<file path="config.mk">
export PLATFORM = sky130hd
export DESIGN_NAME = txclk_gen
export DESIGN_NICKNAME = d
export VERILOG_FILES = /design/src/rtl/txclk_pkg.sv /design/src/rtl/txclk_divider.sv /design/src/rtl/txclk_sync.sv /design/src/rtl/txclk_mux.sv /design/src/rtl/txclk_gen.sv
export SDC_FILE = /design/constraint.sdc
export NUM_CORES = 1
export LEC_CHECK = 0
export BUFFER_PORTS_ARGS = -buffer_cell sky130_fd_sc_hd__clkbuf_2
export CAP_MARGIN = 20
export CORE_MARGIN = 4
export CORE_UTILIZATION = 51
export CTS_CLUSTER_DIAMETER = 50
export DETAILED_ROUTE_END_ITERATION = 10
export HOLD_SLACK_MARGIN = 0.02
export PLACE_DENSITY = 0.73
export SLEW_MARGIN = 20
export SYNTH_ARGS = -nofsm -noshare
export SYNTH_HDL_FRONTEND = slang
export SYNTH_HIERARCHICAL = 1
export SYNTH_SLANG_ARGS = --single-unit
</file>
<file path="constraint.sdc">
create_clock -name clk -period 2.4 [get_ports clk]
set_input_delay 0.48 -clock clk [delete_from_list [all_inputs] [get_ports clk]]
set_output_delay 0.48 -clock clk [all_outputs]
set_load 0.03 [all_outputs]
</file>
<file path="src/rtl/txclk_pkg.sv">
package txclk_pkg;
  typedef enum logic [1:0] {
    SRC_DIV  = 2'd0,
    SRC_RX   = 2'd1,
    SRC_PIN  = 2'd2,
    SRC_NONE = 2'd3
  } tx_src_e;
endpackage

</file>
<file path="src/rtl/txclk_divider.sv">
module txclk_divider #(
  parameter int DIV_W = 12
) (
  input  logic             clk,
  input  logic             rst,
  input  logic [DIV_W-1:0] div_val,
  output logic             div_clk
);
  localparam logic [DIV_W-1:0] ONE  = DIV_W'(1);
  localparam logic [DIV_W-1:0] ZERO = '0;

  logic [DIV_W-1:0] div_q;
  logic [DIV_W-1:0] cnt;
  logic             lvl;

  // A new divisor, or zero, restarts the count with the level low.
  always_ff @(posedge clk) begin
    if (rst) begin
      div_q <= ZERO;
      cnt   <= ZERO;
      lvl   <= 1'b0;
    end else if (div_val != div_q || div_val == ZERO) begin
      div_q <= div_val;
      cnt   <= ZERO;
      lvl   <= 1'b0;
    end else if (cnt == div_q - ONE) begin
      cnt <= ZERO;
      lvl <= ~lvl;
    end else begin
      cnt <= cnt + ONE;
    end
  end

  assign div_clk = lvl;
endmodule

</file>
<file path="src/rtl/txclk_sync.sv">
module txclk_sync #(
  parameter int STAGES = 2
) (
  input  logic clk,
  input  logic rst,
  input  logic pin_in,
  output logic pin_sync,
  output logic pin_edge
);
  logic [STAGES-1:0] chain;
  logic              last_q;
  logic              edge_q;

  for (genvar i = 0; i < STAGES; i++) begin : g_stage
    if (i == 0) begin : g_first
      always_ff @(posedge clk) begin
        if (rst) chain[0] <= 1'b0;
        else     chain[0] <= pin_in;
      end
    end else begin : g_next
      always_ff @(posedge clk) begin
        if (rst) chain[i] <= 1'b0;
        else     chain[i] <= chain[i-1];
      end
    end
  end

  always_ff @(posedge clk) begin
    if (rst) begin
      last_q <= 1'b0;
      edge_q <= 1'b0;
    end else begin
      last_q <= chain[STAGES-1];
      edge_q <= chain[STAGES-1] ^ last_q;
    end
  end

  assign pin_sync = chain[STAGES-1];
  assign pin_edge = edge_q;
endmodule

</file>
<file path="src/rtl/txclk_mux.sv">
module txclk_mux
  import txclk_pkg::*;
(
  input  logic    clk,
  input  logic    rst,
  input  tx_src_e sel,
  input  logic    inv,
  input  logic    div_clk,
  input  logic    rx_clk,
  input  logic    pin_clk,
  output logic    clk_out,
  output logic    oe_out
);
  logic pick;
  logic drive;

  always_comb begin
    pick  = 1'b0;
    drive = 1'b0;
    unique case (sel)
      SRC_DIV:  begin pick = div_clk ^ inv; drive = 1'b1; end
      SRC_RX:   begin pick = rx_clk  ^ inv; drive = 1'b1; end
      SRC_PIN:  begin pick = pin_clk ^ inv; drive = 1'b0; end
      SRC_NONE: begin pick = 1'b0;          drive = 1'b0; end
      default:  begin pick = 1'b0;          drive = 1'b0; end
    endcase
  end

  always_ff @(posedge clk) begin
    if (rst) begin
      clk_out <= 1'b0;
      oe_out  <= 1'b0;
    end else begin
      clk_out <= pick;
      oe_out  <= drive;
    end
  end
endmodule

</file>
<file path="src/rtl/txclk_gen.sv">
module txclk_gen
  import txclk_pkg::*;
#(
  parameter int DIV_W       = 12,
  parameter int SYNC_STAGES = 2
) (
  input  logic             clk,
  input  logic             rst,
  input  logic [DIV_W-1:0] div_val,
  input  logic [1:0]       src_sel,
  input  logic             tx_inv,
  input  logic             rx_clk_in,
  input  logic             pad_clk_in,
  output logic             div_clk_out,
  output logic             tx_clk,
  output logic             pin_edge,
  output logic             pad_clk_out,
  output logic             pad_clk_oe
);
  logic pin_sync;
  logic tx_q;

  txclk_divider #(.DIV_W(DIV_W)) u_div (
    .clk     (clk),
    .rst     (rst),
    .div_val (div_val),
    .div_clk (div_clk_out)
  );

  txclk_sync #(.STAGES(SYNC_STAGES)) u_sync (
    .clk      (clk),
    .rst      (rst),
    .pin_in   (pad_clk_in),
    .pin_sync (pin_sync),
    .pin_edge (pin_edge)
  );

  txclk_mux u_mux (
    .clk     (clk),
    .rst     (rst),
    .sel     (tx_src_e'(src_sel)),
    .inv     (tx_inv),
    .div_clk (div_clk_out),
    .rx_clk  (rx_clk_in),
    .pin_clk (pin_sync),
    .clk_out (tx_q),
    .oe_out  (pad_clk_oe)
  );

  assign tx_clk      = tx_q;
  assign pad_clk_out = tx_q;
endmodule

</file>
Word level (Yosys, flattened, before mapping)
Cells that the tools add are included.
W data, S select, Z words.
{ "word_totals": {"register_bits": 31, "wordCells": 30, "out_inout_bits": 5, "in_bits": 19} }
{ "classes": {"reduce_logical": 7, "n_bitwise": 5, "n_addsub": 2, "n_mux": 2, "n_eq_ne": 5} }
{ "op_table": {"columns": ["op", "n"], "rows": [
  ["$add A12 B1 Y12 const B", 1],
  ["$eq A12 B12 Y1", 1],
  ["$logic_not A12 Y1", 1],
  ["$ne A12 B12 Y1", 1],
  ["$sub A12 B1 Y12 const B", 1],
  ["$reduce_or A2 Y1", 3],
  ["$eq A2 B2 Y1 const B", 2],
  ["$pmux W1 S4", 1],
  ["$xor A1 B1 Y1", 4],
  ["$reduce_or A3 Y1", 1],
  ["$eq A2 B1 Y1 const B", 1],
  ["$logic_not A2 Y1", 1],
  ["$pmux W1 S2", 1],
  ["$logic_or A1 B1 Y1", 1],
  ["$not A1 Y1", 1]
]} }

Depth between registers and ports, before layout
Gate-level depths: netlist of the first run.
{ "depth": {"depth_word": 3, "depth_mapped": 9, "mapped_depth_nobuf": 8} }

By module
The synthesis of the first run kept the hierarchy.
{ "by_module_without_submodules": {"columns": ["module", "cells_each", "seq_area_each_um2", "area_per_inst_um2", "instances"], "rows": [
  ["txclk_divider", 170, 500.5, 1452.6, 1],
  ["txclk_mux", 15, 40.0, 140.1, 1],
  ["txclk_sync", 9, 80.1, 111.4, 1],
  ["txclk_gen", 1, 0.0, 7.5, 1]
]} }

Worst setup path before layout of the first run
OpenSTA, ideal clock, no wires.
{ "synth_timing": {"kind": "flip-flop to flip-flop", "start": "reg u_div.div_q[2]", "end": "reg u_div.cnt[10]", "arrival_time_ps": 2390, "setup_time_ps": 117, "stages_incl_launch_ff": 10, "synth_period_minus_slack_ps": 2508, "path_buffers": 3, "t_required_ps": 2283, "slack_ps": -108, "path_cell_list": "dfxtp_1 buf_6 or4_1 buf_2 or4_4 a211oi_2 nand4b_1 o31ai_2 buf_2 nor2_1"} }
{ "synth_between": {"elab_chain_len": 3, "word_cells_on_any_way": 5, "cone_classes": "1 x add/sub; 2 x eq/ne; 2 x reduce/logical"} }
{ "synth_lines": {"columns": ["element", "line", "text"], "rows": [
  ["start: declaration", "txclk_divider.sv:12", "logic [DIV_W-1:0] div_q;"],
  ["start signal: assignment", "txclk_divider.sv:23", "div_q <= div_val;"],
  ["$sub A12 B1 Y12 or $ne A12 B12 Y1 (tied branches)", "txclk_divider.sv:26, txclk_divider.sv:22", null],
  ["$eq A12 B12 Y1 or $logic_or A1 B1 Y1 (tied branches)", "txclk_divider.sv:26, txclk_divider.sv:22", null],
  ["$reduce_or A3 Y1 (no source line) *", null, null],
  ["end signal: assignment", "txclk_divider.sv:30", "cnt <= cnt + ONE;"],
  ["end: declaration", "txclk_divider.sv:13", "logic [DIV_W-1:0] cnt;"]
]} }
Every way passes the cells marked *; elsewhere a longest branch is shown, timed or not.
A chain may end at the register's enable or synchronous reset.

Final worst setup path of the first run
{ "layout_timing": {"start": "reg u_div.div_q[0]", "end": "reg u_div.lvl (netlist: u_div/div_clk)"} }
{ "layout_between": {"elab_chain_len": 3, "word_cells_on_any_way": 5, "cone_classes": "1 x add/sub; 2 x eq/ne; 2 x reduce/logical"} }
{ "layout_lines": {"columns": ["element", "line", "text"], "rows": [
  ["parallel branches: the longest is 3 deep, another holds $sub A12 B1 Y12", null, null],
  ["end signal: assignment", "txclk_divider.sv:28", "lvl <= ~lvl;"],
  ["end: declaration", "txclk_divider.sv:14", "logic lvl;"]
]} }
Parallel ways; which one is timed is not known.

==> out/qor.csv, run 1 <==
metric,value,unit
run status,"complete, no violations",
CP Max Fanout,6,
root buffer cell,clkbuf_4,
hold_buf cts,0,
initial antenna violation count,0,
clk slew on worst S/H paths,0.10,ns
CP Data Arrival Time,2.61,ns
Vias/cell,5.471,
synth-to-layout area growth,19.52,%
TritonCTS clock tree,done,
Post-synth ARST share,0,
number of synthesized flops with an enable pin,0,
fmax,428.1,MHz
synthesized area,1712,um2
core area,3128,um2
Post-Route WL,4.124,mm
first-pass GRT wire length,6.624,mm
IO buf count,23,
Syn. warnings,6,
Final WS setup,0.06413,ns
"Distinct cells, synth",42,
setup_tns,0,ns
fin crit share,0.9733,
CTS H-tree lvls,2,
CP startpoint kind,register,
gpl congestion,0.9058,
pin count of the biggest net entering global routing,19,
DR WL/cell,15.05,um
total CTS buffers,5,
HPWL after DPL,3.110,mm
"Net Count, Synth",219,
number of fill cells,261,
most frequent cells in the layout,"28 x dfxtp_1, 23 x clkbuf_2, 22 x nor2_1, 19 x xor2_1, 18 x xnor2_1",
ANT cells,0,
Chip Height,65.93,um
leakage,0.0008000,uW
FF+latch area,624.3,um2
CTS Sinks,31,
max-slew violation count,0,
pwr/cell area,530.1,nW/um2
skew final,0.007995,ns
I/O pin count,24,
Gate Count Post-Synth,195,
"commonest non-fill, non-tap cell in the layout",dfxtp_1,
critical path required time,2.67,ns
CTS Buffer Depth,2,
RSZ-0062 raised after global routing,true,
Mean Syn Cell Area,8.778,um2
max_cap viols,0,
number of DRC markers in iteration 0,69,
clock latency on the worst-skew pair,0.33,ns
Antenna Violating Nets Remaining,0,
register area share after synthesis,0.3626,
Die W,65.93,um
Initial Util,0.5472,
TritonRoute pass-1 iters,4,
Main synth FF type,dfxtp_1,
final setup vio count,0,
gr usage total,0.2005,
fin crit period,2.336,ns
Via Count,1499,
Pwr Total,1085,uW
min-delay worst type,input pin to register,
GRT Residual Overflow,0,
final-report hold violation count,0,
area taken by multi-input logic gates,1044,um2
layout cells sized above 1,0.2609,
Slew headroom,0.7486,
DRC,0,
die area,4347,um2
number of global-route vias before repair,1485,
Seq cells post-synth,31,
FP Rows,20,
Worst VDD drop,0.4776,mV
Worst Setup Path Type,register to register,
nets,253,
CP endpoint kind,register,
Setup Slack @ Placement,-0.08428,ns
worst slew pin tran,0.3754,ns
==> logic make-up (layout without fill, tap and decap cells) <==
| group | count (synthesis) | after routing | synth area share |
|---|---|---|---|
| xor gates and xnor gates | 37 | 37 | 0.1893 |
| adders and majority gates | 5 | 5 | 0.03655 |
| AOI/OAI and AO/OA | 23 | 23 | 0.1126 |
| buffers and inverters | 19 | 54 | 0.04971 |
| DFF | 31 | 31 | 0.3626 |
| and+or+nand+nor | 80 | 80 | 0.2493 |
==> where the power goes <==
group / total, uW / switching [uW] / internal (uW) / leakage [uW]
combinational: 191 / 102 / 89.9 / 0.000506
sequential: 545 / 14.6 / 531 / 0.000255
clock: 348 / 176 / 172 / 0.0000386
total: 1080 / 292 / 793 / 0.000800
==> critical path, stage by stage (launching register included) <==
cell and delay, ns:
dfxtp_2 0.35, or4_4 0.54, buf_4 0.18, nor3_2 0.15
a2bb2oi_1 0.10, a211o_1 0.31, or4_1 0.51, a21boi_1 0.15
==> synth_stat cells (2+ instances only) <==
library cell   n  area (um2)
a211o_1        2       17.52
a211oi_2       2       25.02
a21oi_1        2       10.01
a2bb2oi_1      2       17.52
and3_1         2       12.51
buf_2          2       10.01
clkbuf_1       6       22.52
dfxtp_1       31       620.6
ha_1           5       62.56
inv_1          9       33.78
nand2_1        6       22.52
nand2b_1       2       12.51
nand3_1        8       40.04
nand4_1        3       18.77
nor2_1        22       82.58
nor2b_1       16       100.1
nor3_1         6       30.03
nor4_1         7       43.79
o21ai_0        2       10.01
o31ai_1        2       15.01
or4_1          2       15.01
xnor2_1       18       157.7
xor2_1        19       166.4
==> state kept, by name, summed over array words and instances (netlist names) <==
signal	flops
u_div/cnt	12
u_div/div_clk	1
u_div/div_q	12
u_mux/clk_out	1
u_mux/oe_out	1
u_sync/chain	1
u_sync/last_q	1
u_sync/pin_edge	1
u_sync/pin_sync	1
==> area by class of cell <==
type                    instances  area share
clock buffers                   8     0.03364
flip-flops and latches         31      0.3052
multi-input cells             145      0.5101
inverters                       9     0.01651
repair buffers                 37      0.1076
well taps                      44     0.02691
==> per-layer routing <==
metal	track usage	vias to the layer above	routed length, um	part of all wire
li1	-	733	-	-
met1	0.2335	713	1718	0.42
met4	0.1142	0	106	0.026
met3	0.03741	11	190	0.046
met2	0.3417	42	2108	0.51
met5	0	-	0	0
==> path summary, 6_finish.rpt <==
kind                                                  start                          to  cells after the start  slack, ns
worst max-delay path            u_div/div_q[0]$_SDFFE_PP0P_  u_div/div_clk$_SDFFE_PP0N_                      7       0.06
worst min-delay path                             pad_clk_in  u_sync/chain[0]$_SDFF_PP0_                      2       0.37
worst max register to register  u_div/div_q[0]$_SDFFE_PP0P_  u_div/div_clk$_SDFFE_PP0N_                      7       0.06
worst min register to register   u_sync/chain[0]$_SDFF_PP0_  u_sync/pin_sync$_SDFF_PP0_                      1       0.45
==> stage by stage <==
| step | area [um2] | hold slack [ns] | utilization | std cells |
|---|---|---|---|---|
| 2_1_floorplan | 1727 | 0.4138 | - | 195 |
| 4_1_cts | 2006 | 0.3641 | 0.6412 | 273 |
| 3_5_place_dp | 1932 | 0.4260 | 0.6176 | 265 |
| 3_3_place_gp | 1932 | 0.4208 | 0.6176 | 265 |
| 6_report | 2046 | 0.3661 | 0.6540 | 274 |
| 5_1_grt | 2046 | 0.3543 | 0.6540 | 274 |
==> timing repair <==
action	CTS	global route
hold endpoints to repair	0	0
endpoints found under the setup margin	1	13
setup buffers	0	0
gates cloned	0	1
pin swaps	0	3
gates resized for setup	1	10
Note: power is estimated with default switching activity, not from simulation.
==> inputs of run 2 (changes only) <==
Settings changed: ABC_AREA set to 1.
==> run 2 against run 1 <==
Utilization is 5.4 points lower. Clock skew decreased by 0.0035 ns. Sequential cell count did not move. Setup slack improved by 0.33 ns. Sequential share of layout area barely moved. Hold slack got worse by 0.029 ns. Total power down 7.9%. Cell count up 22%.
==> out/qor.csv, run 2 <==
metric,value,unit,change
fin cells,334,,+22%
Post-CTS Resized,0,,-1
TritonCTS clock tree,done,,
CP startpoint kind,register,,
sink of the worst hold path,u_sync/chain[0]$_SDFF_PP0_,,
most frequent cells in the layout,"54 x nand2_1, 46 x inv_1, 35 x nor2_1, 31 x dfxtp_1, 23 x clkbuf_2",,
TritonRoute pass-1 iters,4,,unchanged
layout cells sized above 1,0.1910,,-0.06990
Gate Count Post-Synth,259,,+33%
Main synth FF type,dfxtp_1,,
Vias/cell,4.602,,-16%
FF-to-FF path depth,15,,+8
final-report hold violation count,0,,unchanged
CP endpoint kind,register,,
initial antenna violation count,0,,unchanged
Synth top cells by count,"54 x nand2_1, 46 x inv_1, 35 x nor2_1",,
synthesized area,1832,um2,+7.0%
Syn. warnings,6,,unchanged
"commonest non-fill, non-tap cell in the layout",nand2_1,,
reg2reg setup slack,0.40,ns,+0.33 ns
ANT cells,0,,unchanged
pin count of the biggest net entering global routing,19,,unchanged
run status,"complete, no violations",,
Die W,67.93,um,+3.0%
placed cells,326,,+23%
die area,4614,um2,+6.2%
Mean Syn Cell Area,7.072,um2,-19%
r2r endpoint,u_div/cnt[1]$_SDFF_PP0_,,
nets,311,,+23%
I/O pin count,24,,unchanged
number of synthesized flops with an enable pin,0,,unchanged
"Distinct cells, synth",24,,-43%
number of global-route vias before repair,1426,,-4.0%
CTS Buffer Depth,2,,unchanged
"count leader, synth",nand2_1,,
core area,3390,um2,+8.4%
DRC,0,,unchanged
setup_tns,0,ns,unchanged
skew final,0.004473,ns,-0.003522 ns
GRT Residual Overflow,0,,unchanged
FP Rows,21,,+5.0%
synth top area cells,"dfxtp_1 34%, nand2_1 11%, inv_1 9.4%",,
final setup vio count,0,,unchanged
worst r2r src,u_div/div_q[0]$_SDFFE_PP0P_,,
number of DRC markers in iteration 0,62,,-10%
Post-Route WL,3.400,mm,-18%
Seq cells post-synth,31,,unchanged
Util after Layout,0.5999,,-0.05415
IO buf count,23,,unchanged
gpl congestion,0.8431,,-6.9%
CTS H-tree lvls,2,,unchanged
max_cap viols,0,,unchanged
root buffer cell,clkbuf_4,,
clk slew on worst S/H paths,0.10,ns,about the same
Slew headroom,0.6513,,-0.09733
"Net Count, Synth",283,,+29%
worst hold path startpoint,pad_clk_in,,
Worst Setup Path Type,register to register,,
critical path required time,2.61,ns,-0.06 ns
register area share after synthesis,0.3388,,-0.02378
Chip Height,67.93,um,+3.0%
max-slew violation count,0,,unchanged
Synth top area share,0.3388,,-0.02378
Antenna Violating Nets Remaining,0,,unchanged
DR top layer,met4,,
CTS Sinks,31,,unchanged
fmax,499.5,MHz,+17%
Initial Util,0.5404,,-0.006779
HPWL after DPL,2.765,mm,-11%
CP Data Arrival Time,2.21,ns,-0.40 ns
Post-synth ARST share,0,,unchanged
min-delay worst type,input pin to register,,
clock latency on the worst-skew pair,0.32,ns,about the same
Met1 Wirelength,1.675,mm,-2.5%
worst hold stages,3,,+1
CP Max Fanout,12,,+6
DR WL/cell,10.18,um,-32%
WL met2,1.552,mm,-26%
fin crit period,2.002,ns,-0.3339 ns
Via Count,1537,,+2.5%
worst slew pin tran,0.5183,ns,+0.1429 ns
Largest regs,"u_div/cnt: 12 flops, u_div/div_q: 12 flops",,
synth-to-layout area growth,11.00,%,
metal3 WL,129,um,-32%
total CTS buffers,5,,unchanged
post-CTS setup buffers,0,,unchanged
first-pass GRT wire length,5.961,mm,-10%
RSZ-0062 raised after global routing,false,,
Worst VDD drop,0.3804,mV,-20%
Synth area leader,dfxtp_1,,
pwr/cell area,491.4,nW/um2,-7.3%
fin crit share,0.8342,,-0.1391
leakage,0.0009565,uW,+20%
gr usage total,0.1724,,-0.02807
hold_buf cts,0,,unchanged
[run 2: cell type report]
class,count,area [um2]
multi-input cells,179,1007
clock inverters,3,15.01
fillers,323,1356
clock buffers,5,37.54
repair buffers,24,122.6
inverters,46,172.7
flip-flops and latches,31,620.6
well taps,46,57.56
[run 2: worst max path at each step]
| stage | start | depth (start not counted) | to |
|---|---|---|---|
| 2_1_floorplan | u_div/div_q[0]$_SDFFE_PP0P_ | 16 | u_div/cnt[8]$_SDFF_PP0_ |
| 3_3_place_gp | u_div/div_q[0]$_SDFFE_PP0P_ | 15 | u_div/cnt[1]$_SDFF_PP0_ |
| 3_5_place_dp | u_div/div_q[0]$_SDFFE_PP0P_ | 15 | u_div/cnt[1]$_SDFF_PP0_ |
| 4_1_cts | u_div/div_q[0]$_SDFFE_PP0P_ | 15 | u_div/cnt[1]$_SDFF_PP0_ |
| 5_1_grt | u_div/div_q[0]$_SDFFE_PP0P_ | 15 | u_div/cnt[0]$_SDFF_PP0_ |
| 6_report | u_div/div_q[0]$_SDFFE_PP0P_ | 15 | u_div/cnt[1]$_SDFF_PP0_ |
[run 2: power breakdown]
| part | switching [uW] | total, uW | internal, uW |
|---|---|---|---|
| sequential | 18.0 | 548 | 530 |
| clock | 174 | 283 | 109 |
| combinational | 97.0 | 168 | 71.2 |
| total | 289 | 999 | 710 |
[run 2: logic make-up after synthesis]
group,Yosys count,synth area share
fa+ha+maj,5,0.03415
compound gates,6,0.01639
xor+xnor,27,0.1373
buf+inv,49,0.1113
simple gates,141,0.3620
flops,31,0.3388
[run 2: per-stage QoR]
step                      area [um2]  setup WS, ns  total power [uW]  hold WS [ns]
after floorplan                 1832        0.6761             680.0        0.3883
after global placement          1981        0.4526             727.2        0.3974
after detailed placement        1981        0.4094             728.7        0.4002
after CTS                       2033        0.3851              1014        0.3258
after global routing            2033        0.1714              1068        0.3421
final                           2033        0.3980             999.2        0.3370
[run 2: routing by layer]
layer | vias up | track usage
li1 | 843 | -
met1 | 665 | 0.2150
met2 | 24 | 0.2864
met3 | 5 | 0.03941
met4 | 0 | 0.06700
met5 | - | 0
[run 2: worst max-delay path, stage by stage (launching register included)]
cell and delay (ns):
dfxtp_1 0.34, inv_1 0.17, ha_1 0.28, inv_1 0.08
nand2_1 0.08, nand2_1 0.05, nand2_1 0.05, nand2_1 0.04
inv_1 0.04, nand2_1 0.05, nor2_1 0.10, nand2_1 0.07
nor2_2 0.12, nand2_1 0.08, nand2_2 0.26, nor2_1 0.07
